**src/rtl/irq_reason_ctrl.sv**
```systemverilog
module irq_reason_ctrl #(
  parameter int CORE_REV = 4,
  parameter int AW       = 12
) (
  input  logic          clk,
  input  logic          rst_n,
  input  logic [AW-1:0] addr,
  input  logic          wr_en,
  input  logic [31:0]   wdata,
  output logic [31:0]   rdata,
  input  logic [31:0]   gen_evt,
  input  logic [127:0]  q_evt,
  input  logic [3:0]    rx_ctl,
  input  logic          last_rx_done,
  output logic          irq
);
  localparam int NQ = 4;
  localparam logic [AW-1:0] OFS_GEN  = AW'('h128);
  localparam logic [AW-1:0] OFS_MASK = AW'('h12C);
  localparam int FATAL = 11;
  localparam int WA_EN = 8;
  localparam int WA_Q  = 16;
  localparam int TXST  = 29;

  function automatic logic [31:0] impl_mask(int i);
    return (i == 0 || i == NQ-1) ? 32'h0001_DC00 : 32'h0000_DC00;
  endfunction

  function automatic logic [AW-1:0] q_ofs(int i);
    return AW'('h20 + 8*i);
  endfunction

  logic [31:0]       gen_q, mask_q, gen_clr, tx_alias;
  logic [32*NQ-1:0]  q_flat;

  assign gen_clr = (wr_en && addr == OFS_GEN) ? wdata : 32'h0;

  if (CORE_REV < 5) begin : g_alias
    assign tx_alias = last_rx_done ? (32'h1 << TXST) : 32'h0;
  end else begin : g_noalias
    assign tx_alias = 32'h0;
  end

  always_ff @(posedge clk) begin
    if (!rst_n) begin
      gen_q  <= '0;
      mask_q <= '0;
    end else begin
      gen_q <= (gen_q & ~gen_clr) | gen_evt | tx_alias | (gen_q & (32'h1 << FATAL));
      if (wr_en && addr == OFS_MASK) mask_q <= wdata;
    end
  end

  for (genvar i = 0; i < NQ; i++) begin : g_q
    localparam logic [31:0] IMPL = impl_mask(i);
    logic [31:0] r, nxt;
    always_comb begin
      nxt = (r & ~((wr_en && addr == q_ofs(i)) ? wdata : 32'h0)) | q_evt[32*i +: 32];
      if (!gen_q[WA_EN] && IMPL[WA_Q]) nxt[WA_Q] = rx_ctl[i];
      nxt = nxt & IMPL;
    end
    always_ff @(posedge clk) begin
      if (!rst_n) r <= '0;
      else        r <= nxt;
    end
    assign q_flat[32*i +: 32] = r;
  end

  always_comb begin
    rdata = '0;
    if (addr == OFS_GEN)  rdata = gen_q;
    if (addr == OFS_MASK) rdata = mask_q;
    for (int i = 0; i < NQ; i++)
      if (addr == q_ofs(i)) rdata = q_flat[32*i +: 32];
  end

  always_ff @(posedge clk) begin
    if (!rst_n) irq <= 1'b0;
    else        irq <= (|(gen_q & mask_q)) | (|q_flat);
  end
endmodule

```
**config.mk**
```make
export PLATFORM = sky130hd
export DESIGN_NAME = irq_reason_ctrl
export DESIGN_NICKNAME = d
export VERILOG_FILES = /design/src/rtl/irq_reason_ctrl.sv
export SDC_FILE = /design/constraint.sdc
export NUM_CORES = 1
export LEC_CHECK = 0
export CORE_MARGIN = 2
export CORE_UTILIZATION = 41
export DETAILED_ROUTE_END_ITERATION = 10
export PLACE_DENSITY = 0.86
export SLEW_MARGIN = 20
export SYNTH_ARGS = -nofsm -noshare
export SYNTH_HDL_FRONTEND = slang
export SYNTH_SLANG_ARGS = --single-unit
```
**constraint.sdc**
```tcl
create_clock -name clk -period 6.6 [get_ports clk]
set_clock_uncertainty 0.2 [all_clocks]
set_input_delay 1.98 -clock clk [delete_from_list [all_inputs] [get_ports clk]]
set_output_delay 1.98 -clock clk [all_outputs]
set_load 0.02 [all_outputs]
```
Yosys cells after proc, flatten, opt, wreduce, memory -nomap -nowiden:

Index checks and enable logic that the tools add are counted.

* register bits: 87
* bits of input ports: 212
* output and inout bits: 33
* logic and storage cells: 54

* equality and inequality tests: 6
* muxes and demuxes: 14
* bitwise operators: 19
* reduce and logical (&&, ||, !) cells: 8

Operators with widths (number)
* 2-to-1 mux 32 bit: 7
* OR reduction 128 bit: 1
* bitwise AND 32 bit: 2
* equality test 12 x 6 -> 1 bit (second input constant): 4
* bitwise AND 17 bit: 2
* 2-to-1 mux 17 bit: 2
* NOT 17 bit: 2
* bitwise OR 17 bit: 2
* bitwise AND 16 bit: 2
* 2-to-1 mux 16 bit: 2
* NOT 16 bit: 2
* NOT 32 bit: 1
* bitwise OR 16 bit: 2
* bitwise OR 32 x 12 -> 32 bit: 1
* bitwise OR 32 x 30 -> 32 bit: 1
* bitwise OR 32 bit: 1
* OR reduction 32 bit: 1
* 2-to-1 mux 30 bit: 1
* equality test 12 x 9 -> 1 bit (second input constant): 2
* logical AND 1 bit: 6
* 2-to-1 mux 1 bit: 2
* bitwise OR 1 bit: 1

Longest topological paths before layout:

* depth after elaboration: 8
* gate-level depth with buffers: 8

Worst setup path before layout:

Ideal clock, no wire load.

* path kind: in2out
* start point: in addr[3]
* end point: out rdata[14]
* data arrival time: 3.544 ns
* required time: 4.420 ns
* setup slack: 0.876 ns
* stages on the path: 6
* buffers on the path: 1
* cell sequence: clkbuf_1 and2_1 a21oi_1 a2bb2oi_1 or3_1 a211oi_1

* cells in the longest elaborated chain, start to end: 7
* elaborated cells on any way between the ends: 12

Ends and longest elaborated chain
* start, declared: RTL line 7 `input logic [AW-1:0] addr,`
* equality test 12 x 9 -> 1 bit: RTL line 71 `if (addr == OFS_GEN) rdata = gen_q;`
* 2-to-1 mux 32 bit: RTL line 71
* 2-to-1 mux 32 bit: RTL line 72 `if (addr == OFS_MASK) rdata = mask_q;`
* 2-to-1 mux 32 bit (3 in series): RTL line 74 `if (addr == q_ofs(i)) rdata = q_flat[32*i +: 32];`
* 2-to-1 mux 32 bit (*): RTL line 74
* end, declared: RTL line 10 `output logic [31:0] rdata,`

Mark *: on every way between the ends. The rest lies on a longest branch, timed or not.

Worst setup path after layout:

* start point: in addr[4]
* end point: out rdata[0]

Same word-level chain as after synthesis.

==> run_summary.xml <==
<?xml version="1.0" encoding="UTF-8"?>
<metrics>
  <group name="sta">
    <metric name="final_period_minus_worst_setup_slack" unit="ns">6.49</metric>
    <metric name="final-max-slew-violation-count" unit="">0</metric>
    <metric name="hold_viol_final" unit="">0</metric>
    <metric name="top_achievable_clock_speed" unit="MHz">154</metric>
    <metric name="worstMarginPinSlew" unit="ns">0.899</metric>
    <metric name="setup_violations" unit="">0</metric>
    <metric name="layout_worst_path_cycle_share" unit="%">98.3</metric>
    <metric name="rsz0062_at_grt" unit="">false</metric>
    <metric name="final.setup.tns" unit="ns">0</metric>
    <metric name="postLayoutSetupSlackWorst" unit="ns">0.114</metric>
    <metric name="maxSlewHeadroom" unit="%">39.6</metric>
  </group>
  <group name="detailed_routing">
    <metric name="dr_wl_met3" unit="um">779</metric>
    <metric name="route.final.wire_length" unit="um">13400</metric>
    <metric name="route.detailed.vias_per_inst" unit="">5.52</metric>
    <metric name="met2_length" unit="um">6310</metric>
    <metric name="top_layer" unit="">met4</metric>
    <metric name="wl_per_cell" unit="um">16.9</metric>
    <metric name="drt-met1-wl" unit="um">6190</metric>
    <metric name="final_antenna_net_count" unit="">0</metric>
    <metric name="detail_route.first_pass.iterations" unit="">5</metric>
    <metric name="route.detailed.drc" unit="">0</metric>
    <metric name="first_iteration_detailed_routing_drc_count" unit="">234</metric>
    <metric name="routed_vias" unit="">4391</metric>
  </group>
  <group name="power_and_ir_drop">
    <metric name="cellLeakagePower" unit="uW">0.00225</metric>
    <metric name="p_per_area" unit="nW/um^2">184</metric>
    <metric name="power.ir.vdd_worst" unit="mV">0.108</metric>
  </group>
  <group name="yosys">
    <metric name="number_of_enable_flip_flop_cells_after_synthesis" unit="">0</metric>
    <metric name="synth.yosys.seq_area_share" unit="%">41.5</metric>
    <metric name="synthesis.area" unit="sq um">4190</metric>
    <metric name="yosys.cell_types.count" unit="">40</metric>
    <metric name="synth_area_per_cell" unit="sq um">8.05</metric>
    <metric name="top_flip_flop_cell_by_instance_count_after_synthesis" unit="">sky130_fd_sc_hd__dfxtp_1</metric>
    <metric name="number_of_synthesized_register_bits" unit="">87</metric>
    <metric name="ys_warn_count" unit="">0</metric>
    <metric name="mappedNetlistNets" unit="">733</metric>
    <metric name="async_flop_share" unit="%">0</metric>
    <metric name="synthCells" unit="">521</metric>
  </group>
  <group name="clock_tree">
    <metric name="clk_pin_slew_worst_paths" unit="ns">0.08</metric>
    <metric name="cts.htree.levels" unit="">3</metric>
    <metric name="cts_hold_repair.buffers" unit="">0</metric>
    <metric name="post_cts_resized" unit="">0</metric>
    <metric name="cts_setup_buffers" unit="">0</metric>
    <metric name="tritoncts" unit="">built</metric>
    <metric name="cts-buffers-inserted" unit="">9</metric>
    <metric name="clk_path_buf_depth" unit="">2</metric>
    <metric name="numClockSinks" unit="">87</metric>
    <metric name="cts_root_buf" unit="">sky130_fd_sc_hd__clkbuf_8</metric>
    <metric name="clock_latency" unit="ns">0.36</metric>
  </group>
  <group name="die">
    <metric name="fp.dieH" unit="um">105</metric>
    <metric name="floorplan.die.width" unit="um">105</metric>
    <metric name="start_util" unit="%">42.5</metric>
    <metric name="std_cell_rows" unit="">36</metric>
    <metric name="die_area" unit="sq um">11100</metric>
    <metric name="core_region_area" unit="sq um">9860</metric>
    <metric name="num_io_pins" unit="">245</metric>
  </group>
  <group name="place">
    <metric name="dp.cells" unit="">780</metric>
    <metric name="dpl_cell_area" unit="sq um">5750</metric>
    <metric name="place_ws" unit="ns">0.122</metric>
    <metric name="hpwl" unit="um">9930</metric>
    <metric name="globalplace.congestion" unit="">0.885</metric>
    <metric name="port-buffer-count" unit="">136</metric>
  </group>
  <group name="worst_setup_path">
    <metric name="crit_chain" unit="">clkdlybuf4s50_1, nor4b_4, nand3_2, nor3_4, buf_12, a22o_1, clkdlybuf4s50_1</metric>
    <metric name="timing.critical_path.slowest_stage_cell" unit="">sky130_fd_sc_hd__clkdlybuf4s50_1</metric>
    <metric name="worst-r2r-setup-slack" unit="ns">4.50</metric>
    <metric name="timing.critical_path.required" unit="ns">4.42</metric>
    <metric name="cp_delay_by_family_top" unit="">buffers and inverters</metric>
    <metric name="setup.worst_path.class" unit="">input port to primary output</metric>
    <metric name="worst_path_most_repeated_cell" unit="">sky130_fd_sc_hd__clkdlybuf4s50_1</metric>
    <metric name="timing.critical_path.fanout_max" unit="">21</metric>
    <metric name="endpoint_kind" unit="">primary output</metric>
    <metric name="timing.critical_path.arrival" unit="ns">4.31</metric>
    <metric name="start_kind" unit="">input port</metric>
    <metric name="max_stage_delay" unit="ns">0.63</metric>
    <metric name="regToRegEndpoint" unit="">irq</metric>
    <metric name="reg2reg_depth" unit="">4</metric>
    <metric name="critPathBufInv" unit="">3</metric>
    <metric name="worst_r2r_startpoint" unit="">g_q[2].r[14]</metric>
  </group>
  <group name="grt">
    <metric name="grt_antenna_before_repair" unit="">0</metric>
    <metric name="grt_start_max_net_pins" unit="">88</metric>
    <metric name="global_route.overflow_total" unit="">0</metric>
    <metric name="grt_util_all_layers" unit="%">24.4</metric>
    <metric name="number_of_global_route_vias_before_repair" unit="">4294</metric>
    <metric name="first_pass_grt_wire_length" unit="um">21500</metric>
  </group>
  <group name="final_layout">
    <metric name="final_layout_size_suffix_gt1_share" unit="%">7.39</metric>
    <metric name="area_delta_synth_final" unit="%">42.2</metric>
    <metric name="final_cells" unit="">796</metric>
    <metric name="antenna_cells" unit="">0</metric>
    <metric name="nets" unit="">870</metric>
    <metric name="postLayoutCellArea" unit="sq um">5960</metric>
  </group>
  <group name="hold_path">
    <metric name="hold_path_startpoint" unit="">mask_q[17]</metric>
    <metric name="hold_path_class" unit="">flop to flop</metric>
    <metric name="timing.hold.worst_path_depth" unit="">2</metric>
    <metric name="worstHoldEndpoint" unit="">mask_q[17]</metric>
  </group>
  <group name="flow_run">
    <metric name="max-cap-violations" unit="">0</metric>
  </group>
  <group name="outcome">
    <metric name="run_status" unit="">complete, no violations</metric>
  </group>
</metrics>
-- per-layer routing --
metal / vias to the layer above / GRT usage (%)
met5: - / 0
met2: 159 / 39.8
met3: 11 / 5.12
met1: 2067 / 32.4
li1: 2154 / -
met4: 0 / 7.14
-- tightest hold or removal path: stages (launching register included) --
cell and delay [ns]:
sky130_fd_sc_hd__dfxtp_1 0.33, sky130_fd_sc_hd__nand2_1 0.05, sky130_fd_sc_hd__a21boi_1 0.05
-- worst max-delay path by stage --
| stage | start | endpoint | slack [ns] | cells after the start |
|---|---|---|---|---|
| 2_1_floorplan | addr[3] | rdata[14] | 0.88 | 6 |
| 3_3_place_gp | addr[3] | rdata[14] | 0.11 | 7 |
| 3_5_place_dp | addr[8] | rdata[0] | 0.12 | 7 |
| 4_1_cts | addr[8] | rdata[0] | 0.11 | 7 |
| 5_1_grt | addr[8] | rdata[31] | 0.02 | 7 |
| 6_report | addr[4] | rdata[0] | 0.11 | 7 |
-- where the power goes --
group	total [uW]	internal (uW)	leakage [uW]	switching (uW)
sequential	570	549	0.000719	21.2
clock	379	187	0.0000932	192
combinational	147	85.7	0.00144	60.9
total	1100	821	0.00225	274
-- cell type report --
type                            instances  area [sq um]
Fill cell                             867          3900
Multi-Input combinational cell        349          2110
Sequential cell                        87          1740
Timing Repair Buffer                  157          1540
Inverter                               54           203
Tap cell                              133           166
Clock buffer                           12           145
Clock inverter                          4          53.8
-- cell usage after synthesis, types with 3 or more instances --
cell | n | share of area, %
sky130_fd_sc_hd__nand2b_1 | 4 | 0.60
sky130_fd_sc_hd__mux2_2 | 3 | 0.81
sky130_fd_sc_hd__a22o_1 | 27 | 5.6
sky130_fd_sc_hd__dfxtp_1 | 87 | 42
sky130_fd_sc_hd__nand2_1 | 83 | 7.4
sky130_fd_sc_hd__a22oi_1 | 12 | 2.1
sky130_fd_sc_hd__nor4_1 | 6 | 0.90
sky130_fd_sc_hd__nor2b_1 | 5 | 0.75
sky130_fd_sc_hd__buf_6 | 4 | 1.1
sky130_fd_sc_hd__buf_4 | 5 | 0.90
sky130_fd_sc_hd__a21boi_1 | 30 | 5.4
sky130_fd_sc_hd__nor3_1 | 3 | 0.36
sky130_fd_sc_hd__inv_1 | 54 | 4.8
sky130_fd_sc_hd__o21ai_0 | 54 | 6.4
sky130_fd_sc_hd__nor3_2 | 3 | 0.72
sky130_fd_sc_hd__a31oi_1 | 57 | 8.5
sky130_fd_sc_hd__buf_2 | 5 | 0.60
sky130_fd_sc_hd__nand4_1 | 6 | 0.90
sky130_fd_sc_hd__clkbuf_1 | 17 | 1.5
sky130_fd_sc_hd__a211oi_1 | 3 | 0.54
sky130_fd_sc_hd__o211ai_1 | 3 | 0.54
sky130_fd_sc_hd__nor2_1 | 10 | 0.90
sky130_fd_sc_hd__a21oi_1 | 15 | 1.8
-- flip-flops by register name, indices dropped and copies added, names as in the netlist --
name and flops:
mask_q 32, gen_q 32, g_q.r 22, irq 1
-- metrics by stage --
stage,power (uW),utilization [%],hold slack (ns)
after floorplan,630,-,0.244
after global placement,722,58.3,0.252
after detailed placement,726,58.3,0.260
after CTS,1100,60.4,0.270
after global routing,1140,60.4,0.289
final,1100,60.4,0.268
-- placed cells by master, fill, tap and decap left out, types with 2 or more instances in the layout --
master / count
sky130_fd_sc_hd__a22o_1: 27
sky130_fd_sc_hd__o21a_1: 2
sky130_fd_sc_hd__a21oi_1: 15
sky130_fd_sc_hd__nand2b_1: 4
sky130_fd_sc_hd__clkinvlp_4: 2
sky130_fd_sc_hd__clkbuf_8: 10
sky130_fd_sc_hd__dfxtp_1: 87
sky130_fd_sc_hd__inv_1: 54
sky130_fd_sc_hd__a41oi_1: 2
sky130_fd_sc_hd__a211oi_1: 3
sky130_fd_sc_hd__o211ai_1: 3
sky130_fd_sc_hd__buf_4: 19
sky130_fd_sc_hd__buf_12: 2
sky130_fd_sc_hd__a21boi_1: 30
sky130_fd_sc_hd__a22oi_1: 12
sky130_fd_sc_hd__o221ai_1: 2
sky130_fd_sc_hd__o31ai_1: 2
sky130_fd_sc_hd__a21boi_0: 2
sky130_fd_sc_hd__clkbuf_1: 2
sky130_fd_sc_hd__nor3_1: 3
sky130_fd_sc_hd__nand4_1: 6
sky130_fd_sc_hd__o21ai_0: 54
sky130_fd_sc_hd__nor4_1: 5
sky130_fd_sc_hd__clkdlybuf4s50_1: 135
sky130_fd_sc_hd__nor2b_1: 5
sky130_fd_sc_hd__mux2_2: 3
sky130_fd_sc_hd__nor3_4: 3
sky130_fd_sc_hd__a31oi_1: 57
sky130_fd_sc_hd__and2_1: 2
sky130_fd_sc_hd__nor4_2: 2
sky130_fd_sc_hd__nand2_1: 83
sky130_fd_sc_hd__nor2_1: 10
-- logic make-up after synthesis --
group / Yosys count / share of synthesized area [%]
AOI/OAI and AO/OA: 214 / 33.5
and+or+nand+nor: 132 / 15.2
DFF: 87 / 41.5
buffers and inverters: 85 / 8.92
muxes: 3 / 0.806
No activity file was read; power rests on OpenSTA's default activity.
